File: config.mk
export PLATFORM = sky130hd
export DESIGN_NAME = txn_ovf_cache
export DESIGN_NICKNAME = d
export VERILOG_FILES = /design/src/rtl/txc_pkg.sv /design/src/rtl/txc_way_pick.sv /design/src/rtl/txc_ovf_table.sv /design/src/rtl/txn_ovf_cache.sv
export SDC_FILE = /design/constraint.sdc
export NUM_CORES = 1
export LEC_CHECK = 0
export BUFFER_PORTS_ARGS = -buffer_cell sky130_fd_sc_hd__buf_4
export CORE_ASPECT_RATIO = 0.9
export CORE_UTILIZATION = 40
export DETAILED_ROUTE_END_ITERATION = 16
export GPL_ROUTABILITY_DRIVEN = 0
export PLACE_DENSITY = 0.6
export SYNTH_ARGS = -nofsm -noshare
export SYNTH_HDL_FRONTEND = slang
export SYNTH_HIERARCHICAL = 1
export SYNTH_SLANG_ARGS = --single-unit
File: constraint.sdc
create_clock -name clk -period 13.6 [get_ports clk]
set_clock_uncertainty 0.05 [all_clocks]
set_input_delay 2.04 -clock clk [delete_from_list [all_inputs] [get_ports clk]]
set_output_delay 2.04 -clock clk [all_outputs]
set_load 0.03 [all_outputs]
File: src/rtl/txc_pkg.sv
// Shared types for the transactional overflow cache.
// Assumes nothing beyond being compiled before the modules that import it.
package txc_pkg;

    // Controller states
    typedef enum logic [2:0] {
        ST_IDLE,
        ST_LOOK,
        ST_WB,
        ST_FRD,
        ST_FWAIT,
        ST_ABORT,
        ST_COMMIT
    } txc_state_e;

    // Action chosen in one lookup cycle
    typedef enum logic [2:0] {
        ACT_HIT,
        ACT_HITWB,
        ACT_OINST,
        ACT_OSWAP,
        ACT_WB,
        ACT_FILL,
        ACT_SPILL,
        ACT_ABORT
    } txc_act_e;

endpackage

File: src/rtl/txc_way_pick.sv
// Per-set way selection: tag match, lowest invalid way, lowest valid
// non-transactional way. Purely combinational.
// Assumes WAYS >= 2 and that at most one valid way matches a tag.
module txc_way_pick #(
    parameter int WAYS  = 2,
    parameter int TAG_W = 6,
    localparam int WAY_W = $clog2(WAYS)
) (
    input  logic [WAYS-1:0]            v,
    input  logic [WAYS-1:0]            t,
    input  logic [WAYS-1:0][TAG_W-1:0] tags,
    input  logic [TAG_W-1:0]           lk_tag,
    output logic                       hit,
    output logic [WAY_W-1:0]           hit_way,
    output logic                       inv_any,
    output logic [WAY_W-1:0]           inv_way,
    output logic                       nt_any,
    output logic [WAY_W-1:0]           nt_way
);

    logic [WAYS-1:0] match;

    // one comparator per way
    for (genvar g = 0; g < WAYS; g++) begin : g_cmp
        assign match[g] = v[g] && (tags[g] == lk_tag);
    end

    // priority encoders, lowest way wins
    always_comb begin
        hit = 1'b0;     hit_way = '0;
        inv_any = 1'b0; inv_way = '0;
        nt_any = 1'b0;  nt_way = '0;
        for (int w = WAYS - 1; w >= 0; w--) begin
            if (match[w]) begin
                hit = 1'b1; hit_way = WAY_W'(w);
            end
            if (!v[w]) begin
                inv_any = 1'b1; inv_way = WAY_W'(w);
            end
            if (v[w] && !t[w]) begin
                nt_any = 1'b1; nt_way = WAY_W'(w);
            end
        end
    end

endmodule

File: src/rtl/txc_ovf_table.sv
// Small fully associative store for spilled transactional lines.
// Assumes the controller never writes and kills in the same cycle and
// never stores one address twice.
module txc_ovf_table #(
    parameter int ADDR_W = 8,
    parameter int DATA_W = 8,
    parameter int DEPTH  = 4,
    localparam int IDX_W = $clog2(DEPTH)
) (
    input  logic              clk,
    input  logic              rst_n,
    input  logic [ADDR_W-1:0] lk_addr,
    output logic              lk_hit,
    output logic [IDX_W-1:0]  lk_idx,
    output logic [DATA_W-1:0] lk_data,
    output logic              lk_dirty,
    output logic              free_any,
    output logic [IDX_W-1:0]  free_idx,
    input  logic              wr_en,
    input  logic [IDX_W-1:0]  wr_idx,
    input  logic [ADDR_W-1:0] wr_addr,
    input  logic [DATA_W-1:0] wr_data,
    input  logic              wr_dirty,
    input  logic              kill_en,
    input  logic [IDX_W-1:0]  kill_idx,
    input  logic              clear_all,
    input  logic [IDX_W-1:0]  rd_idx,
    output logic              rd_valid,
    output logic              rd_dirty,
    output logic [ADDR_W-1:0] rd_addr,
    output logic [DATA_W-1:0] rd_data
);

    logic [DEPTH-1:0]             e_v;
    logic [DEPTH-1:0]             e_d;
    logic [DEPTH-1:0][ADDR_W-1:0] e_a;
    logic [DEPTH-1:0][DATA_W-1:0] e_q;
    logic [DEPTH-1:0]             match;

    // one address comparator per entry
    for (genvar g = 0; g < DEPTH; g++) begin : g_cmp
        assign match[g] = e_v[g] && (e_a[g] == lk_addr);
    end

    // lowest matching and lowest free entry
    always_comb begin
        lk_hit = 1'b0;   lk_idx = '0;
        free_any = 1'b0; free_idx = '0;
        for (int i = DEPTH - 1; i >= 0; i--) begin
            if (match[i]) begin
                lk_hit = 1'b1; lk_idx = IDX_W'(i);
            end
            if (!e_v[i]) begin
                free_any = 1'b1; free_idx = IDX_W'(i);
            end
        end
    end

    assign lk_data  = e_q[lk_idx];
    assign lk_dirty = e_d[lk_idx];
    assign rd_valid = e_v[rd_idx];
    assign rd_dirty = e_d[rd_idx];
    assign rd_addr  = e_a[rd_idx];
    assign rd_data  = e_q[rd_idx];

    // entry storage update
    always_ff @(posedge clk) begin
        if (!rst_n) begin
            e_v <= '0;
            e_d <= '0;
            e_a <= '0;
            e_q <= '0;
        end else if (clear_all) begin
            e_v <= '0;
            e_d <= '0;
        end else if (wr_en) begin
            e_v[wr_idx] <= 1'b1;
            e_d[wr_idx] <= wr_dirty;
            e_a[wr_idx] <= wr_addr;
            e_q[wr_idx] <= wr_data;
        end else if (kill_en) begin
            e_v[kill_idx] <= 1'b0;
        end
    end

endmodule

File: src/rtl/txn_ovf_cache.sv
// Set-associative write-back cache with per-line transactional marks,
// per-set overflow flags and a spill store for transactional lines.
// Assumes one-word lines, WAYS >= 2, OVF_DEPTH >= 2, and a memory that
// returns read data in the cycle after mem_rd.
module txn_ovf_cache
    import txc_pkg::*;
#(
    parameter int ADDR_W    = 8,
    parameter int DATA_W    = 8,
    parameter int SETS      = 4,
    parameter int WAYS      = 2,
    parameter int OVF_DEPTH = 4,
    localparam int SET_W = $clog2(SETS),
    localparam int TAG_W = ADDR_W - SET_W,
    localparam int WAY_W = $clog2(WAYS),
    localparam int OVF_W = $clog2(OVF_DEPTH)
) (
    input  logic              clk,
    input  logic              rst_n,
    input  logic              req_valid,
    input  logic              req_we,
    input  logic [ADDR_W-1:0] req_addr,
    input  logic [DATA_W-1:0] req_wdata,
    output logic              ready,
    output logic              resp_valid,
    output logic [DATA_W-1:0] resp_rdata,
    input  logic              tx_begin,
    input  logic              tx_end,
    input  logic              conflict_in,
    output logic              tx_active,
    output logic              tx_aborted,
    output logic              mem_rd,
    output logic              mem_wr,
    output logic [ADDR_W-1:0] mem_addr,
    output logic [DATA_W-1:0] mem_wdata,
    input  logic [DATA_W-1:0] mem_rdata
);

    txc_state_e state;
    txc_act_e   act;
    logic [WAY_W-1:0] act_way;

    logic [SETS-1:0][WAYS-1:0]             ln_v, ln_d, ln_t;
    logic [SETS-1:0][WAYS-1:0][TAG_W-1:0]  ln_tag;
    logic [SETS-1:0][WAYS-1:0][DATA_W-1:0] ln_data;
    logic [SETS-1:0]                       o_bit;

    logic              r_we, resume, pend;
    logic [ADDR_W-1:0] r_addr;
    logic [DATA_W-1:0] r_wdata;
    logic [WAY_W-1:0]  wb_way, fill_way;
    logic [OVF_W-1:0]  cidx;

    logic [SET_W-1:0] r_set;
    logic [TAG_W-1:0] r_tag;
    assign r_set = r_addr[SET_W-1:0];
    assign r_tag = r_addr[ADDR_W-1:SET_W];

    logic             hit, inv_any, nt_any;
    logic [WAY_W-1:0] hit_way, inv_way, nt_way;

    logic              o_hit, o_dirty, o_free_any, o_rd_v, o_rd_d;
    logic [OVF_W-1:0]  o_idx, o_free_idx;
    logic [DATA_W-1:0] o_data, o_rd_q;
    logic [ADDR_W-1:0] o_rd_a;
    logic              o_wr, o_kill, o_clear;
    logic [OVF_W-1:0]  o_wr_idx;
    logic              commit_last;

    txc_way_pick #(.WAYS(WAYS), .TAG_W(TAG_W)) u_pick (
        .v(ln_v[r_set]), .t(ln_t[r_set]), .tags(ln_tag[r_set]), .lk_tag(r_tag),
        .hit(hit), .hit_way(hit_way), .inv_any(inv_any), .inv_way(inv_way),
        .nt_any(nt_any), .nt_way(nt_way)
    );

    txc_ovf_table #(.ADDR_W(ADDR_W), .DATA_W(DATA_W), .DEPTH(OVF_DEPTH)) u_ovf (
        .clk(clk), .rst_n(rst_n), .lk_addr(r_addr),
        .lk_hit(o_hit), .lk_idx(o_idx), .lk_data(o_data), .lk_dirty(o_dirty),
        .free_any(o_free_any), .free_idx(o_free_idx),
        .wr_en(o_wr), .wr_idx(o_wr_idx), .wr_addr({ln_tag[r_set][0], r_set}),
        .wr_data(ln_data[r_set][0]), .wr_dirty(ln_d[r_set][0]),
        .kill_en(o_kill), .kill_idx(o_idx), .clear_all(o_clear),
        .rd_idx(cidx), .rd_valid(o_rd_v), .rd_dirty(o_rd_d),
        .rd_addr(o_rd_a), .rd_data(o_rd_q)
    );

    // choose the lookup action for the latched request
    always_comb begin
        act = ACT_HIT;
        act_way = hit_way;
        if (hit) begin
            if (tx_active && !ln_t[r_set][hit_way] && ln_d[r_set][hit_way])
                act = ACT_HITWB;
        end else if (o_bit[r_set] && o_hit) begin
            if (inv_any) begin
                act = ACT_OINST; act_way = inv_way;
            end else if (nt_any) begin
                act = ln_d[r_set][nt_way] ? ACT_WB : ACT_OINST;
                act_way = nt_way;
            end else begin
                act = ACT_OSWAP; act_way = '0;
            end
        end else if (inv_any) begin
            act = ACT_FILL; act_way = inv_way;
        end else if (nt_any) begin
            act = ln_d[r_set][nt_way] ? ACT_WB : ACT_FILL;
            act_way = nt_way;
        end else begin
            act = o_free_any ? ACT_SPILL : ACT_ABORT;
            act_way = '0;
        end
    end

    // overflow store controls
    assign commit_last = (state == ST_COMMIT) && (cidx == OVF_W'(OVF_DEPTH - 1));
    assign o_wr     = (state == ST_LOOK) && (act == ACT_SPILL || act == ACT_OSWAP);
    assign o_wr_idx = (act == ACT_OSWAP) ? o_idx : o_free_idx;
    assign o_kill   = (state == ST_LOOK) && (act == ACT_OINST);
    assign o_clear  = (state == ST_ABORT) || commit_last;

    // memory port, driven from registered state only
    always_comb begin
        mem_rd    = (state == ST_FRD);
        mem_wr    = (state == ST_WB) || ((state == ST_COMMIT) && o_rd_v && o_rd_d);
        mem_addr  = r_addr;
        mem_wdata = ln_data[r_set][wb_way];
        if (state == ST_WB)
            mem_addr = {ln_tag[r_set][wb_way], r_set};
        else if (state == ST_COMMIT) begin
            mem_addr  = o_rd_a;
            mem_wdata = o_rd_q;
        end
    end

    assign ready = (state == ST_IDLE) && !pend;

    // pending external conflict
    always_ff @(posedge clk) begin
        if (!rst_n)
            pend <= 1'b0;
        else if (state == ST_ABORT || commit_last)
            pend <= 1'b0;
        else if (conflict_in && tx_active && state != ST_COMMIT)
            pend <= 1'b1;
    end

    // controller, line arrays and transaction status
    always_ff @(posedge clk) begin
        if (!rst_n) begin
            state <= ST_IDLE;
            ln_v <= '0; ln_d <= '0; ln_t <= '0;
            ln_tag <= '0; ln_data <= '0; o_bit <= '0;
            r_we <= 1'b0; r_addr <= '0; r_wdata <= '0;
            wb_way <= '0; fill_way <= '0; cidx <= '0; resume <= 1'b0;
            tx_active <= 1'b0; tx_aborted <= 1'b0;
            resp_valid <= 1'b0; resp_rdata <= '0;
        end else begin
            resp_valid <= 1'b0;
            case (state)
                ST_IDLE: begin
                    if (pend) begin
                        resume <= 1'b0;
                        state  <= ST_ABORT;
                    end else if (tx_end && tx_active) begin
                        cidx  <= '0;
                        state <= ST_COMMIT;
                    end else if (tx_begin) begin
                        if (!tx_active) begin
                            tx_active  <= 1'b1;
                            tx_aborted <= 1'b0;
                        end
                    end else if (req_valid) begin
                        r_we <= req_we; r_addr <= req_addr; r_wdata <= req_wdata;
                        state <= ST_LOOK;
                    end
                end
                ST_LOOK: begin
                    case (act)
                        ACT_HIT: begin
                            if (r_we) begin
                                ln_data[r_set][act_way] <= r_wdata;
                                ln_d[r_set][act_way]    <= 1'b1;
                            end
                            if (tx_active) ln_t[r_set][act_way] <= 1'b1;
                            resp_valid <= 1'b1;
                            resp_rdata <= r_we ? r_wdata : ln_data[r_set][act_way];
                            state <= ST_IDLE;
                        end
                        ACT_HITWB, ACT_WB: begin
                            wb_way <= act_way;
                            state  <= ST_WB;
                        end
                        ACT_OINST, ACT_OSWAP: begin
                            ln_v[r_set][act_way]    <= 1'b1;
                            ln_t[r_set][act_way]    <= 1'b1;
                            ln_d[r_set][act_way]    <= o_dirty;
                            ln_tag[r_set][act_way]  <= r_tag;
                            ln_data[r_set][act_way] <= o_data;
                        end
                        ACT_SPILL: begin
                            ln_v[r_set][0] <= 1'b0;
                            ln_t[r_set][0] <= 1'b0;
                            ln_d[r_set][0] <= 1'b0;
                            o_bit[r_set]   <= 1'b1;
                        end
                        ACT_FILL: begin
                            fill_way <= act_way;
                            state    <= ST_FRD;
                        end
                        default: begin
                            resume <= 1'b1;
                            state  <= ST_ABORT;
                        end
                    endcase
                end
                ST_WB: begin
                    ln_d[r_set][wb_way] <= 1'b0;
                    state <= ST_LOOK;
                end
                ST_FRD: state <= ST_FWAIT;
                ST_FWAIT: begin
                    ln_v[r_set][fill_way]    <= 1'b1;
                    ln_t[r_set][fill_way]    <= 1'b0;
                    ln_d[r_set][fill_way]    <= 1'b0;
                    ln_tag[r_set][fill_way]  <= r_tag;
                    ln_data[r_set][fill_way] <= mem_rdata;
                    state <= ST_LOOK;
                end
                ST_ABORT: begin
                    for (int s = 0; s < SETS; s++)
                        for (int w = 0; w < WAYS; w++)
                            if (ln_t[s][w]) begin
                                ln_v[s][w] <= 1'b0;
                                ln_t[s][w] <= 1'b0;
                                ln_d[s][w] <= 1'b0;
                            end
                    o_bit      <= '0;
                    tx_active  <= 1'b0;
                    tx_aborted <= 1'b1;
                    state      <= resume ? ST_LOOK : ST_IDLE;
                end
                ST_COMMIT: begin
                    if (commit_last) begin
                        ln_t      <= '0;
                        o_bit     <= '0;
                        tx_active <= 1'b0;
                        state     <= ST_IDLE;
                    end else begin
                        cidx <= cidx + 1'b1;
                    end
                end
                default: state <= ST_IDLE;
            endcase
        end
    end

endmodule

After elaboration in Yosys (flattened, before gate mapping)
Index checks and enable logic that the tools add are counted. W data, S select, Z words.

Bits in registers: 249. Bits of input ports: 31. Output and inout bits: 30. Word-level logic and storage cells: 407.

Add/sub/neg operators: 1. Magnitude comparators: 15. Equality and inequality tests: 47. Multiplexer cells: 180. Bitwise operators: 22. Reductions and logical operators: 82.

Operator list (number): $pmux W64 S2 (2); $bwmux W64 (3); $mux W8 (18); $bwmux W48 (2); $pmux W48 S2 (1); $pmux W8 S3 (3); $bwmux W32 (2); $demux W16 S2 (2); $mux W64 (1); $pmux W8 S4 (2); $mux W1 (60); $and A8 B8 Y8 (6); $bmux W8 S2 (3); $demux W12 S2 (2); $mux W16 (3); $mux W48 (1); $reduce_and A4 Y1 (11); $mux W2 (20); $mux W12 (3); $ne A2 B2 Y1 const B (17); $reduce_and A3 Y1 (11); $bmux W16 S2 (1); $eq A8 B8 Y1 (4); $or A8 B8 Y8 (4); 53 further kinds (165).

Logic depth before layout (Yosys ltp)
Gate-level depths: netlist (run 1).

Word-level depth: 21. Gate-level depth with buffers: 17. Mapped depth without buffers: 12.

Hierarchy
The synthesis (run 1) kept the hierarchy.

Modules (own cells, without submodules): txn_ovf_cache (times used 1, cells an instance 1124, area an instance 9660.5 µm², sequential area each 3543.4 µm²); txc_ovf_table (times used 1, cells an instance 451, area an instance 4063.9 µm², sequential area each 1441.4 µm²); txc_way_pick (times used 1, cells an instance 25, area an instance 176.4 µm², sequential area each 0.0 µm²).

Least setup slack after synthesis (run 1)
Ideal clock, no wire load.

Path kind: register to output. Start point: register r_addr[0]. End point: output port mem_addr[5]. Data arrival time: 2.506 ns. Data required time: 11.510 ns. Path slack: 9.004 ns. Stages on the path, launching flop included: 9. Buffers on the path: 3. Path through: dfxtp_1 > buf_2 > buf_2 > buf_1 > mux4_2 > mux2i_1 > nor2_1 > a21oi_1 > o21ai_0.

Longest elaborated chain between the ends: 5.

Ends and longest elaborated chain: start: declaration (RTL line txn_ovf_cache.sv:49) `logic [ADDR_W-1:0] r_addr;`; start signal: assignment (RTL line txn_ovf_cache.sv:173) `r_we <= req_we; r_addr <= req_addr; r_wdata <= req_wdata;`; $bmux W12 S2 (RTL line txn_ovf_cache.sv:128) `mem_addr = {ln_tag[r_set][wb_way], r_set};`; $mux W12 (implied by the code) (RTL line txn_ovf_cache.sv:128); $mux W6 (implied by the code) (2 in a row) (RTL line txn_ovf_cache.sv:128); $mux W8 (RTL line txn_ovf_cache.sv:127) `if (state == ST_WB)`; end: declaration (RTL line txn_ovf_cache.sv:34) `output logic [ADDR_W-1:0] mem_addr,`.

Every way passes these cells. The select of a mux whose other input is x is not followed.

Worst setup path in the final report (run 1)
Start point: register state[0]. End point: output port mem_addr[0].

Longest elaborated chain between the ends: 3. Elaborated cells on any way between the ends: 4. Those cells by class: 2 x eq/ne; 2 x mux.

Ends and longest elaborated chain: start: declaration (RTL line txn_ovf_cache.sv:39) `txc_state_e state;`; start signal: assignment (RTL line txn_ovf_cache.sv:240) `state <= resume ? ST_LOOK : ST_IDLE;`; $eq A3 B3 Y1 (RTL line txn_ovf_cache.sv:129) `else if (state == ST_COMMIT) begin`; $mux W8 (RTL line txn_ovf_cache.sv:129); $mux W8 (*) (RTL line txn_ovf_cache.sv:127).

Mark *: on every way between the ends. The rest lies on a longest branch, timed or not.

==> results.toml, run 1 <==
[timing]
hold_ws_ps = 420
worst_pin_slew_ps = 1310
rsz0062_at_grt = "no"
finalCritPeriodShare_pct = 40.4
finalSetupViolCount = 0
hold_viol = 0
fmax_mhz = 182
max-slew-margin-rel_pct = 12.4
fin_crit_ps = 5490
slew_viol_final = 0
final.setup.tns_ps = 0

[critical_path]
max_stage_delay_ps = 940
critPathKind = "register to primary output"
cp-end-kind = "primary output"
cp-start-kind = "register"
worstPathArrival_ps = 3400
slowest_stage = "nand3_1"
crit_fanout = 22
critPathRequiredTime_ps = 11510
cp_cell_sequence = "inv_1 > nand3_1 > mux2_2 > buf_4"

[cts]
clock_latency_ps = 580
clock-sinks = 249
path_clk_slew_ps = 60
cts_setup_buffers = 0
tritoncts = "yes"
cts_resized = 0
clock_path_buffers = 3
holdBufCountCts = 0
root_buffer = "clkbuf_16"
htree_levels = 1
numCtsBuffers = 29

[placed_design]
portBuffers = 60
hpwl_um = 30700

[global_route]
grt_pass1_wl_um = 68400
grt_util_all_layers_pct = 25.0
antenna_found_initial = 0
grt_start_max_net_pins = 84
grt_pass1_vias = 11300
grt_remaining_overflow = 0

[route]
postRouteAntennaNets = 0
post-route-drc-count = 0
routedWlPerCell_um = 21.4
first_pass_iters = 6
drtIter0Drc = 1368
vias = 12400
avgViaCountPerCell = 5.95
routed_wl_um = 44500

[pwr]
power.density_nw_per_um2 = 130
power_uw = 2010
leakage_uw = 0.00500
peakVddDrop_mv = 0.0967

[logic_synthesis]
ys_seq_area_share_pct = 35.9
synth.avg_cell_area_um2 = 8.69
ys.flop_type = "dfxtp_1"
synth_enable_flop_cells = 0
synth_cell_types = 81
postSynth.asyncResetShare_pct = 0
syn_area_um2 = 13900
yosys_warnings = 6
synth_cells = 1600
ys_seq_elements = 249
syn_nets = 1632

[job]
cap_violations = 0

[finish]
final_nets = 1626
syn2layout_area_growth_pct = 11.1
drive_above_1_share_pct = 14.4
diodes = 0

[floorplanning]
die_x_um = 199
start_util_pct = 40.7
die_h_um = 179
rows = 64
core_area_um2 = 34100
io_pins = 61
dieArea_um2 = 35500

[outcome]
status = "finished, final reports clean"

[hold_path]
hold_path_class = "register to register"
## path summary, 6_finish.rpt
path                            slack (ps)     endpoint  depth (start not counted)       start
worst max register to register        8130  ln_data[24]                         13   r_addr[1]
worst min register to register         420   r_wdata[2]                          2  r_wdata[2]
worst max-delay path                  8110  mem_addr[0]                          4    state[0]
worst min-delay path                   420   r_wdata[2]                          2  r_wdata[2]
## cell type report
type	instances	area, um2
Multi-Input combinational cell	1221	8310
Clock inverter	10	96.3
Fill cell	3343	18700
Inverter	16	62.6
Clock buffer	42	835
Sequential cell	249	4990
Tap cell	462	578
Timing Repair Buffer	77	578
## metal layers
layer | vias up | track usage (%) | share of wire, %
met2 | 568 | 36.7 | 42
met4 | 0 | 8.40 | 3.3
met3 | 86 | 3.97 | 8.6
met5 | - | 0 | 0
met1 | 5940 | 37.0 | 46
li1 | 5758 | - | -
## cells in the final DEF, fill, tap and decap left out, drive strengths merged, types with 13 or more instances in the layout
master  instances
a21boi         65
a21oi         131
a22o           40
a311oi         33
a31oi          13
buf            77
clkbuf         42
dfxtp         249
inv            17
mux2i         119
mux4           51
nand2         292
nand2b         13
nand3          20
nand4          13
nor2          159
nor3           21
o21ai          85
xnor2          38
## registers in the layout, summed over array words and instances, names as in the netlist, 2 cells and up
register / cells
ln_tag: 48
r_addr: 8
cidx: 2
r_wdata: 8
ln_v: 8
u_ovf/e_v: 4
state: 3
u_ovf/e_d: 4
u_ovf/e_a: 32
resp_rdata: 8
u_ovf/e_q: 32
o_bit: 4
ln_data: 64
ln_t: 8
ln_d: 8
## stage by stage
step,utilization (%),instance area (um2),worst slack (ps),cells
after global routing,45.3,15400,7890,2077
after detailed placement,42.6,14500,8230,2025
after global placement,42.6,14500,8330,2025
final,45.3,15400,8110,2077
after CTS,45.3,15400,8120,2077
after floorplan,-,13900,9000,1600
## cells by family (layout without fill, tap and decap cells)
logic type      count (synthesis)  after routing  synth area share, %
compound gates                435            435                 21.2
xor+xnor                       44             44                 3.31
fa+ha+maj                       1              1               0.0900
buf+inv                       130            145                 4.61
flops                         249            249                 35.9
mux                           177            177                 17.4
simple gates                  564            564                 17.6
## Yosys cell counts (5+ instances only)
master	count	share of area [%]
a211oi_1	6	0.32
a21boi_0	65	3.5
a21oi_1	122	4.4
a21oi_2	8	0.50
a22o_1	40	2.5
a22oi_1	10	0.54
a311oi_1	33	2.1
a31oi_1	12	0.54
and2_1	6	0.27
buf_1	16	0.43
buf_2	19	0.68
buf_4	10	0.54
buf_6	10	0.81
clkbuf_1	58	1.6
dfxtp_1	249	36
inv_1	15	0.41
mux2_2	7	0.57
mux2i_1	119	8.6
mux4_2	51	8.3
nand2_1	289	7.8
nand2b_1	13	0.59
nand3_1	19	0.68
nand4_1	12	0.54
nor2_1	156	4.2
nor2b_1	9	0.41
nor3_1	17	0.61
o211ai_1	7	0.38
o21ai_0	83	3.0
o22ai_1	5	0.23
or3_1	10	0.45
xnor2_1	28	1.8
xnor2_2	10	1.2
xor2_1	6	0.38
## critical path: cells and delay by family, from the launching register on
kind | cells | cell delay (ps)
buffers and inverters | 2 | 580
DFF | 1 | 830
muxes | 1 | 470
and+or+nand+nor | 1 | 940
## report_power, final
| part | internal, uW | total [uW] | switching [uW] |
|---|---|---|---|
| sequential | 753 | 813 | 59.8 |
| clock | 444 | 769 | 324 |
| combinational | 143 | 431 | 289 |
No activity file was read; power rests on OpenSTA's default activity.
==> run 2, diff against run 1 <==
- clock period: 13.6 -> 5.7 ns (I/O delays scaled with it)
==> run 2 against run 1 <==
Sequential power is 140% higher. Register-to-register slack worse by 7200 ps. Count of clock-buffer cells in the layout is 8 lower. Clock power grew to 2.7 times the previous value. Largest power group is now the clock network. First-iteration DRC count is 5.6% lower. Non-clock buffer count is 20 higher. Cell count is 0.96% higher. Power grew to 2.5 times the previous value. Highest routed layer unchanged. Die area stayed put.
==> results.toml, run 2 (synthesis results as in run 1) <==
[cts]
clock_latency_ps = 570
clock-sinks = 249
root_buffer = "clkbuf_16"
clock_path_buffers = 3
htree_levels = 1
cts_resized = 0
path_clk_slew_ps = 60
cts_setup_buffers = 0
holdBufCountCts = 0
numCtsBuffers = 28
tritoncts = "yes"

[timing]
rsz0062_at_grt = "no"
worst_pin_slew_ps = 1350
finalSetupViolCount = 0
fmax_mhz = 210
hold_viol = 0
hold_ws_ps = 423
slew_viol_final = 0
fin_crit_ps = 4770
max-slew-margin-rel_pct = 9.55
finalCritPeriodShare_pct = 83.7
finalWorstSetupSlack_ps = 929
final.setup.tns_ps = 0

[outcome]
status = "finished, final reports clean"

[critical_path]
path_buf_inv = 1
critPathRequiredTime_ps = 6160
rr_worst_depth = 13
critPathKind = "register to register"
cp.depth = 13
crit_fanout = 40
cp-end-kind = "register"
critical_path.top_delay_family = "simple AND/OR/NAND/NOR gates"
crit_start = "r_addr[1]"
worstPathArrival_ps = 5230
regToRegSetupSlack_ps = 930
crit_end = "ln_data[18]"
max_stage_delay_ps = 800
cp_cell_sequence = "mux4_2 > xnor2_1 > nand4_1 > or4_4 > nor2_1 > nor2b_1 > a21oi_2 > buf_4 > nor2_1 > nand2_1 > nand2_1 > a21oi_1 > a22o_1"
rr_startpoint = "r_addr[1]"
slowest_stage = "dfxtp_4"
rr_endpoint = "ln_data[18]"
cp-start-kind = "register"

[global_route]
met2_usage_pct = 37.6
grt_start_max_net_pins = 88
use_met1_pct = 37.1
grt_pass1_vias = 11700
grt_util_all_layers_pct = 25.5
grt-busiest-layer = "met2"
antenna_found_initial = 0
grt_remaining_overflow = 0
met3_usage_pct = 4.76
grt_pass1_wl_um = 69600

[placed_design]
hpwl_um = 30700
place_inst = 2045
portBuffers = 60
preCtsSetupSlack_ps = 1060

[job]
cap_violations = 0

[route]
routed_wl_um = 45400
postRouteAntennaNets = 0
vias = 12500
post-route-drc-count = 0
routedWlPerCell_um = 21.6
drtIter0Drc = 1291
avgViaCountPerCell = 5.96
first_pass_iters = 7

[floorplanning]
rows = 64
die_x_um = 199
core_area_um2 = 34100
io_pins = 61
dieArea_um2 = 35500
start_util_pct = 40.7
die_h_um = 179

[hold_path]
hold_path_class = "register to register"
hp-start = "r_wdata[1]"

[finish]
mostFrequentLayoutCell = "nand2_1"
diodes = 0
biggestRegsByFlops = "ln_data (64), ln_tag (48)"
largest_reg_flops = 64
multi_input_area_um2 = 8300
final_nets = 1645
fillCellCount = 3385
syn2layout_area_growth_pct = 13.3
final_cell_mix = "nand2_1 (289), dfxtp_1 (247), nor2_1 (156)"
regArea_um2 = 4990
fin_cells = 2097
postLayoutCoreUtil_pct = 46.2
drive_above_1_share_pct = 15.6
top_register = "ln_data"

[pwr]
power.density_nw_per_um2 = 324
leakage_uw = 0.00517
peakVddDrop_mv = 0.223
## run 2: cell count changes in the layout (fill, tap and decap cells not counted), moves of 2 or more
cell,delta
clkbuf_1,-4
buf_4,+20
bufinv_16,+7
clkinv_4,+2
clkbuf_8,-3
clkinv_2,-2
## run 2: final cells by class
class	instances	area share, %
clock inverters	18	2.11
clock buffers	34	4.78
well taps	462	3.67
flip-flops and latches	249	31.7
repair buffers	97	4.63
multi-input cells	1221	52.7
inverters	16	0.397
## run 2: worst min path at each step
stage	to	slack, ps	cells after the start
floorplan	o_bit[2]	380	2
global placement	ln_data[22]	400	1
detailed placement	ln_v[5]	400	2
CTS	r_wdata[6]	420	2
global route	ln_data[15]	450	1
finish	r_wdata[1]	420	2
## run 2: stage by stage
| step | cell area (um2) | total power (uW) |
|---|---|---|
| after floorplan | 13900 | 2680 |
| after global placement | 14700 | 3000 |
| after detailed placement | 14700 | 3000 |
| after CTS | 15700 | 5100 |
| after global routing | 15700 | 5280 |
| final | 15700 | 5100 |
## run 2: worst reg2reg max path, cell delays in order (launching register included)
cell     delay, ps
dfxtp_4        800
mux4_2         650
xnor2_1        180
nand4_1        110
or4_4          450
nor2_1         380
nor2b_1        140
a21oi_2        220
buf_4          210
nor2_1          90
nand2_1        350
nand2_1        100
a21oi_1        730
a22o_1         270
## run 2: power by group
part | internal (uW) | total [uW] | switching (uW) | leakage, uW
Combinational | 357 | 1050 | 695 | 0.00264
Clock | 1310 | 2100 | 794 | 0.000523
Sequential | 1800 | 1940 | 148 | 0.00201
## run 2: metal layers
layer | up-vias | wire length, um
met5 | - | 0
li1 | 5794 | -
met1 | 6040 | 20900
met3 | 89 | 3910
met4 | 0 | 1500
met2 | 567 | 19100
==> run 3, diff against run 2 <==
- clock period: 5.7 -> 4.8 ns (I/O delays scaled with it)
==> run 3 against run 2 <==
Via count rose by 0.93%. Highest routed layer unchanged. Hold slack got worse by 69 ps. Critical endpoint is now ln_data[17]. Fmax rose by 4.3%. Critical path depth fell by 3.
==> results.toml, run 3 (synthesis results as in run 1) <==
[finish]
final_nets = 1674
stdcell_area_um2 = 15800
top_register = "ln_data"
syn2layout_area_growth_pct = 13.7
drive_above_1_share_pct = 16.6
largest_reg_flops = 64
final_cell_mix = "nand2_1 (289), dfxtp_1 (247), nor2_1 (156)"
diodes = 0
fin_cells = 2122
regArea_um2 = 4990
fillCellCount = 3366
biggestRegsByFlops = "ln_data (64), ln_tag (48)"
mostFrequentLayoutCell = "nand2_1"
multi_input_area_um2 = 8310

[critical_path]
cp-end-kind = "register"
critPathRequiredTime_ps = 5250
slowest_stage = "a21oi_1"
critPathKind = "register to register"
cp-start-kind = "register"
cp_cell_sequence = "mux4_2 > xor2_1 > or4_4 > nor2_1 > o311a_1 > o31a_1 > a31o_2 > o21ai_4 > a21oi_1 > a22o_1"
regToRegSetupSlack_ps = 230
crit_fanout = 19
max_stage_delay_ps = 780
worstPathArrival_ps = 5020

[route]
first_pass_iters = 5
postRouteAntennaNets = 0
routedWlPerCell_um = 21.6
avgViaCountPerCell = 5.94
vias = 12600
drtIter0Drc = 1329
post-route-drc-count = 0
routed_wl_um = 45900

[timing]
finalSetupViolCount = 0
fmax_mhz = 219
max-slew-margin-rel_pct = 28.2
worst_pin_slew_ps = 1080
slew_viol_final = 0
hold_viol = 0
rsz0062_at_grt = "no"
hold_ws_ps = 355
final.setup.tns_ps = 0
fin_crit_ps = 4570
finalCritPeriodShare_pct = 95.3

[global_route]
antenna_found_initial = 0
grt_remaining_overflow = 0
grt_pass1_wl_um = 71100
grt_util_all_layers_pct = 25.9
grt_start_max_net_pins = 79
grt_pass1_vias = 11900

[cts]
numCtsBuffers = 28
clock_latency_ps = 570
root_buffer = "clkbuf_16"
path_clk_slew_ps = 60
clock-sinks = 249
holdBufCountCts = 0
htree_levels = 1
tritoncts = "yes"
clock_path_buffers = 3

[placed_design]
placed_area_um2 = 14900
hpwl_um = 31900
portBuffers = 60
place_inst = 2074

[pwr]
p_int_uw = 3880
p_sw_uw = 1920
p_clk_share_pct = 37.8
leakage_uw = 0.00524
swShare_pct = 33.2
power_frac_seq_pct = 38.9
p_comb_share_pct = 23.3
peakVddDrop_mv = 0.255
power.density_nw_per_um2 = 367

[floorplanning]
io_pins = 61
die_x_um = 199
dieArea_um2 = 35500
rows = 64
core_area_um2 = 34100
start_util_pct = 40.7
die_h_um = 179

[job]
cap_violations = 0

[outcome]
status = "finished, final reports clean"

[hold_path]
hold_path_class = "input port to register"
-- run 3: changes by cell type in the layout (fill, tap and decap cells not counted), moves of 2 or more --
| cell | change |
|---|---|
| clkbuf_8 | +3 |
| clkinv_4 | -3 |
| clkinvlp_4 | -2 |
| bufinv_16 | -6 |
| buf_4 | +28 |
| clkbuf_1 | +4 |
-- run 3: layer usage --
metal	GRT usage, %	wire (um)	up-vias
met1	37.2	21000	6108
met2	39.6	19700	568
met5	0	0	-
met3	4.68	3860	85
met4	7.31	1340	0
li1	-	-	5845
-- run 3: final timing paths --
check / cells after the start / to / start
max: 10 / ln_data[17] / r_addr[0]
min: 3 / r_addr[3] / req_addr[3]
max reg2reg: 10 / ln_data[17] / r_addr[0]
min reg2reg: 2 / o_bit[2] / o_bit[2]
-- run 3: stage by stage --
step	worst slack (ps)	power, uW	utilization, %
6_report	227	5810	46.3
5_1_grt	87.7	6000	46.3
4_1_cts	251	5780	46.3
3_5_place_dp	262	3610	43.6
3_3_place_gp	365	3600	43.6
2_1_floorplan	440	3180	-
-- run 3: area by class of cell --
| cell class | count | share of cell area (%) |
|---|---|---|
| multi-input combinational | 1221 | 52.5 |
| sequential | 249 | 31.6 |
| timing repair buffer | 126 | 6.06 |
| clock buffer | 42 | 5.28 |
| tap | 462 | 3.66 |
| clock inverter | 6 | 0.506 |
| inverter | 16 | 0.396 |
-- run 3: power groups by stage --
stage / sequential (uW) / combinational [uW] / clock, uW
2_1_floorplan: 2240 / 944 / 0
6_report: 2260 / 1350 / 2190
4_1_cts: 2260 / 1320 / 2210
5_1_grt: 2270 / 1440 / 2290
3_5_place_dp: 2300 / 1310 / 0
3_3_place_gp: 2300 / 1300 / 0
-- run 3: worst max-delay path: cells and delay by family, from the launching register on --
| kind | cells | cell delay, ps |
|---|---|---|
| compound gates | 6 | 2040 |
| simple gates | 2 | 970 |
| flops | 1 | 660 |
| mux | 1 | 600 |
| xor+xnor | 1 | 160 |
-- run 3: repair_timing --
action	in CTS	in global routing
endpoints found under the setup margin	0	6
endpoints found under the hold margin	0	0
setup buffers	0	0
resized for setup	0	1
